**src/rtl/mesi_line_tracker.sv**
```systemverilog
module mesi_line_tracker #(
  parameter int N_CACHE = 4
) (
  input  logic                       clk,
  input  logic                       rst_n,
  input  logic                       req_valid,
  output logic                       req_ready,
  input  logic [$clog2(N_CACHE)-1:0] req_cpu,
  input  logic                       req_write,
  output logic                       resp_valid,
  output logic [2*N_CACHE-1:0]       state_vec,
  output logic                       bus_rd,
  output logic                       bus_rdx,
  output logic                       bus_inv,
  output logic                       mem_wb
);
  localparam int IW = $clog2(N_CACHE);
  localparam int CW = $clog2(N_CACHE + 1);
  localparam logic [1:0] ST_I = 2'b00, ST_S = 2'b01, ST_E = 2'b10, ST_M = 2'b11;

  logic [N_CACHE-1:0][1:0] st, nxt;
  logic [1:0] own;
  logic       hold, m_other, f_rd, f_rdx, f_inv, f_wb;
  logic       take;

  assign req_ready = rst_n;
  assign take      = req_valid && req_ready;
  assign state_vec = st;
  assign own       = st[req_cpu];

  always_comb begin
    nxt = st;
    hold = 1'b0; m_other = 1'b0;
    f_rd = 1'b0; f_rdx = 1'b0; f_inv = 1'b0; f_wb = 1'b0;
    for (int i = 0; i < N_CACHE; i++) begin
      if (IW'(i) != req_cpu) begin
        if (st[i] != ST_I) hold = 1'b1;
        if (st[i] == ST_M) m_other = 1'b1;
      end
    end
    if (!req_write) begin
      if (own == ST_I) begin
        f_rd = 1'b1;
        f_wb = m_other;
        if (hold) begin
          nxt[req_cpu] = ST_S;
          for (int i = 0; i < N_CACHE; i++)
            if (IW'(i) != req_cpu && st[i] != ST_I) nxt[i] = ST_S;
        end else begin
          nxt[req_cpu] = ST_E;
        end
      end
    end else if (own != ST_M) begin
      if (own == ST_S) f_inv = 1'b1;
      if (own == ST_I) begin
        f_rdx = 1'b1;
        f_wb  = m_other;
      end
      for (int i = 0; i < N_CACHE; i++)
        if (IW'(i) != req_cpu) nxt[i] = ST_I;
      nxt[req_cpu] = ST_M;
    end
  end

  always_ff @(posedge clk) begin
    if (!rst_n) begin
      st         <= '0;
      resp_valid <= 1'b0;
      bus_rd     <= 1'b0;
      bus_rdx    <= 1'b0;
      bus_inv    <= 1'b0;
      mem_wb     <= 1'b0;
    end else begin
      resp_valid <= take;
      bus_rd     <= take && f_rd;
      bus_rdx    <= take && f_rdx;
      bus_inv    <= take && f_inv;
      mem_wb     <= take && f_wb;
      if (take) st <= nxt;
    end
  end

  logic [CW-1:0] n_live, n_mod;
  always_comb begin
    n_live = '0; n_mod = '0;
    for (int i = 0; i < N_CACHE; i++) begin
      if (st[i] != ST_I) n_live = n_live + 1'b1;
      if (st[i] == ST_M) n_mod  = n_mod + 1'b1;
    end
  end

  p_bus_onehot_r10: assert property (@(posedge clk) disable iff (!rst_n)
    $onehot0({bus_rd, bus_rdx, bus_inv}));
  p_wb_with_fetch_r10: assert property (@(posedge clk) disable iff (!rst_n)
    mem_wb |-> (bus_rd || bus_rdx));
  p_resp_after_accept_r9: assert property (@(posedge clk) disable iff (!rst_n)
    take |=> resp_valid);
  p_idle_holds_r9: assert property (@(posedge clk) disable iff (!rst_n)
    !take |=> (!resp_valid && $stable(state_vec)));
  p_writer_modified_r5: assert property (@(posedge clk) disable iff (!rst_n)
    (take && req_write) |=> (st[$past(req_cpu)] == ST_M && n_live == CW'(1)));
  p_single_owner_r5: assert property (@(posedge clk) disable iff (!rst_n)
    (n_mod != '0) |-> (n_mod == CW'(1) && n_live == CW'(1)));
endmodule

```
**config.mk**
```make
export PLATFORM = sky130hd
export DESIGN_NAME = mesi_line_tracker
export DESIGN_NICKNAME = d
export VERILOG_FILES = /design/src/rtl/mesi_line_tracker.sv
export SDC_FILE = /design/constraint.sdc
export NUM_CORES = 1
export LEC_CHECK = 0
export BUFFER_PORTS_ARGS = -buffer_cell sky130_fd_sc_hd__buf_2
export CAP_MARGIN = 20
export CELL_PAD_IN_SITES_DETAIL_PLACEMENT = 1
export CELL_PAD_IN_SITES_GLOBAL_PLACEMENT = 2
export CORE_ASPECT_RATIO = 1.75
export CORE_MARGIN = 2
export CORE_UTILIZATION = 31
export CTS_BUF_LIST = sky130_fd_sc_hd__clkbuf_16
export CTS_CLUSTER_DIAMETER = 40
export DETAILED_ROUTE_END_ITERATION = 7
export GPL_TIMING_DRIVEN = 0
export PLACE_DENSITY = 0.81
export SLEW_MARGIN = 15
export SYNTH_ARGS = -nofsm -noshare
export SYNTH_HDL_FRONTEND = slang
export SYNTH_SLANG_ARGS = --single-unit
```
**constraint.sdc**
```tcl
create_clock -name clk -period 3 [get_ports clk]
set_input_delay 0.3 -clock clk [delete_from_list [all_inputs] [get_ports clk]]
set_output_delay 0.3 -clock clk [all_outputs]
set_load 0.01 [all_outputs]
```
Word-level counts from Yosys, hierarchy flattened

Cells that the tools add are included.

Register bits: 13
Output and inout bits: 14
Bits of input ports: 6

Magnitude comparators: 2
Mux-type cells: 50
Reduce and logical (&&, ||, !) cells: 18
Bitwise logic cells: 7
Equality and inequality tests: 10

Operators by type and width:

| cell                                                               | count |
|---|---|
| 2-to-1 mux 2 bit                                                   | 18 |
| 2-to-1 mux 8 bit                                                   | 4 |
| 2-to-1 mux 1 bit                                                   | 26 |
| nonzero test 2 bit                                                 | 6 |
| logical AND 1 bit                                                  | 10 |
| bitwise AND 4 bit                                                  | 2 |
| == test 2 bit (second input constant)                              | 4 |
| inverter 4 bit                                                     | 2 |
| bitwise OR 4 bit                                                   | 2 |
| bitwise OR 8 bit                                                   | 1 |
| binary-select mux 2 bit (select 2 bit)                             | 1 |
| demux 2 bit (select 2 bit)                                         | 1 |
| inequality test 2 bit (first input constant)                       | 2 |
| less-than comparator 2 x 3 -> 1 bit (second input constant)        | 1 |
| AND reduction 3 bit                                                | 1 |
| == test 2 x 1 -> 1 bit (second input constant)                     | 1 |
| greater-or-equal comparator 2 x 1 -> 1 bit (second input constant) | 1 |
| zero test 2 bit                                                    | 1 |
| inequality test 1 x 2 -> 1 bit (first input constant)              | 1 |
| inequality test 2 x 1 -> 1 bit (second input constant)             | 1 |
| inequality test 2 bit (second input constant)                      | 1 |

Depth between registers and ports, before layout

Depth in word-level cells: 13
Gate-level depth with buffers: 6
Mapped depth without buffers: 5

Worst setup path before layout

OpenSTA, ideal clock, no wires.

Path kind: input-to-reg
Start: in req_cpu[0]
End: reg st, in the netlist state_vec[1]
Setup slack: 1106 ps
Arrival time: 1819 ps
Cell stages on the path: 6
Setup time: 75 ps
Path buffers: 1
Path through: buf_6 > mux4_2 > a21oi_1 > o21a_4 > or3b_4 > o22ai_1

Cells in the longest elaborated chain, start to end: 11

Ends and longest elaborated chain:

| item                                                                         | line | source |
|---|---|---|
| from (decl)                                                                  | 8    | `input logic [$clog2(N_CACHE)-1:0] req_cpu,` |
| branches (longest 11 deep; another with less-than comparator 2 x 3 -> 1 bit) | n/a  |  |
| to (signal assigned)                                                         | 79   | `if (take) st <= nxt;` |
| to (decl)                                                                    | 21   | `logic [N_CACHE-1:0][1:0] st, nxt;` |

Several ways; the timed one is not identified. The select of a mux whose other input is x is not followed.
A chain may end at the register's enable or synchronous reset.

Worst setup path in the final report

Start: reg st, in the netlist state_vec[6]
End: reg st, in the netlist state_vec[5]

Cells in the longest elaborated chain, start to end: 6

Ends and longest elaborated chain:

| item |
|---|
| branches (longest 6 deep; another with AND reduction 3 bit) |

Several ways; the timed one is not identified. The select of a mux whose other input is x is not followed.

==> results.py <==
metrics = {
    "yosys": {
        "ys_types": 30,
        "synth-seq-area-share_pct": 34.2,
        "syn_inst": 93,
        "yosys.area.top_type": "dfxtp_1",
        "synth_most_common_cell": "nand2_1",
        "yosys-top-cells-count": "nand2_1 (16), dfxtp_1 (13), o21ai_0 (9)",
        "synth_seq_cells": 13,
        "synth-main-ff-cell": "dfxtp_1",
        "yosys_warnings": 0,
        "synth-edff-count": 0,
        "async_flop_share_pct": 0,
        "syn-cell-area_um2": 761,
        "synthTopCellsByArea": "dfxtp_1 (34%), nand2_1 (7.9%), o22ai_1 (6.6%)",
        "yosysTopAreaCellShare_pct": 34.2,
        "syn_nets": 99,
        "avgSynthCellArea_um2": 8.18,
    },
    "min_path": {
        "min_path_cells": 3,
        "hp-start": "rst_n",
        "hold_end": "state_vec[0]",
        "min_path_type": "input port to register",
    },
    "detailed_routing": {
        "drtIter0Drc": 15,
        "drc": 0,
        "routed_wl_um": 2380,
        "first_pass_iters": 4,
        "via_per_inst": 5.86,
        "wire_per_inst_um": 17.2,
        "dr_total_vias": 814,
        "drtAntennaViolNets": 0,
    },
    "die": {
        "dieArea_um2": 2880,
        "core_area_um2": 2300,
        "row_count": 23,
        "pin_count": 20,
        "dieHeight_um": 69.5,
        "initial_core_util_pct": 33.0,
        "die_w_um": 41.4,
    },
    "clock_tree": {
        "htree_num_levels": 1,
        "cts_hold_buf": 0,
        "cts_tree": "yes",
        "clk_pin_slew_worst_paths_ns": 0.04,
        "clockBufferDepth": 2,
        "cts.sinks": 13,
        "cts-resized-gates": 0,
        "root_buffer": "clkbuf_16",
        "cts_buffers": 3,
        "cts_setup_buffers": 0,
        "clock_latency_ns": 0.25,
    },
    "global_routing": {
        "antenna_found_initial": 0,
        "grt_pass1_wl_um": 4000,
        "grt_max_degree": 11,
        "first_global_vias": 815,
        "grt_usage_pct": 18.2,
        "overflow": 0,
    },
    "sta": {
        "maxSlewHeadroom_pct": 50.4,
        "slew_violations": 0,
        "fin_skew_ns": 0.00122,
        "max_freq_mhz": 495,
        "finalCritPeriodShare_pct": 67.3,
        "hold_viol": 0,
        "final-setup-viol-count": 0,
        "worstMarginPinSlew_ns": 0.741,
        "setup-tns-final_ns": 0,
        "period_minus_slack_ns": 2.02,
        "rsz0062_at_grt": "false",
    },
    "cells_and_area": {
        "syn_to_final_growth_pct": 25.7,
        "fillers": 292,
        "fin_nets": 121,
        "diodes": 0,
        "regArea_um2": 260,
        "multi_input_area_um2": 455,
        "drive_above_1_share_pct": 25.4,
        "fin_area_um2": 956,
    },
    "power": {
        "sw_frac_of_total_pct": 28.1,
        "p_comb_share_pct": 20.5,
        "p_clk_share_pct": 44.2,
        "p_leak_nw": 0.402,
        "power.internal_w": 0.000411,
        "p_sw_w": 0.000161,
        "cellPowerDensity_nw_per_um2": 598,
        "ir_worst_vdd_uv": 222,
        "seqPwrFrac_pct": 35.3,
    },
    "setup_path": {
        "slowest_stage": "mux4_2",
        "cp_max_fo": 7,
        "max_stage_delay_ns": 0.56,
        "r2r-start": "state_vec[6]",
        "reg2reg_to": "state_vec[5]",
        "critical_path_class": "register to register",
        "cp_cell_sequence": "mux4_2, nor2_4, o21a_4, or3b_4, o22ai_1",
        "critPathLaunchType": "register",
        "cp-end-kind": "register",
        "cp.required_ns": 3.17,
        "rr_worst_depth": 5,
        "arrival_ns": 2.19,
        "reg2reg_slack_ns": 0.98,
    },
    "placement": {
        "place_area_um2": 877,
        "hpwlAfterDp_um": 1790,
        "port_buffers": 17,
        "gp_congestion": 0.880,
    },
    "run": {
        "cap_violations": 0,
    },
    "status": {
        "status": "completed",
    },
}
[metal layers]
| metal | track usage (%) | routed length [um] |
|---|---|---|
| met3 | 2.60 | 85 |
| met5 | 0 | 0 |
| met1 | 17.9 | 857 |
| met4 | 11.5 | 80 |
| met2 | 33.9 | 1360 |
[worst max-delay path, delay by kind of cell (launching register included)]
kind / cells / cell delay, ns
multiplexers: 1 / 0.56
AND/OR/NAND/NOR: 2 / 0.61
flip-flops: 1 / 0.38
AO/OA/AOI/OAI: 2 / 0.37
[how the worst max path moves through the flow]
stage,start,end,cells after the start
floorplan,req_cpu[0],state_vec[1],6
global placement,req_cpu[1],state_vec[7],6
detailed placement,req_cpu[1],state_vec[5],6
CTS,state_vec[2],state_vec[5],5
global route,state_vec[7],state_vec[5],5
finish,state_vec[6],state_vec[5],5
[state kept, by name (all words and copies together), names as in the netlist]
register and cells:
bus_inv 1, bus_rd 1, bus_rdx 1, mem_wb 1, resp_valid 1, state_vec 8
[through the flow]
stage          total power, W  setup WS (ns)  hold WS, ns  utilization [%]  cells
6_report             0.000572          0.981        0.331             41.5    139
3_5_place_dp         0.000321          0.944        0.536             38.1    135
4_1_cts              0.000578          0.997        0.331             41.5    139
3_3_place_gp         0.000320          0.977        0.525             38.1    135
5_1_grt              0.000601          0.878        0.360             41.5    139
2_1_floorplan        0.000283           1.11        0.400                -     93
[cells in the final DEF (no fill, tap or decap), drive strengths merged, types with 3 or more instances in the layout]
cell type and instances:
nand2 16, nor2 8, a21oi 5, o22ai 8, dfxtp 13, a31oi 4, inv 3, clkbuf 5
o21ai 9, buf 20
[cell type report]
class,instances,share of cell area (%)
plain buffers,5,3.93
clock buffers,3,7.85
clock inverters,1,0.393
inverters,2,0.785
multi-input cells,73,47.6
flip-flops and latches,13,27.2
well taps,25,3.27
repair buffers,17,8.90
[power groups by stage]
stage	Clock [W]	Combinational (W)	Sequential, W
6_report	0.000253	0.000117	0.000202
3_5_place_dp	0	0.000117	0.000204
2_1_floorplan	0	0.0000780	0.000205
4_1_cts	0.000259	0.000118	0.000201
3_3_place_gp	0	0.000115	0.000204
5_1_grt	0.000266	0.000132	0.000203
[logic make-up (layout without fill, tap and decap cells)]
logic type	count (synthesis)	after routing	share of synthesized area, %
compound gates	37	37	32.4
buf+inv	7	28	5.92
flops	13	13	34.2
mux	2	2	5.92
simple gates	34	34	21.5
(Power assumes the default switching activity.)
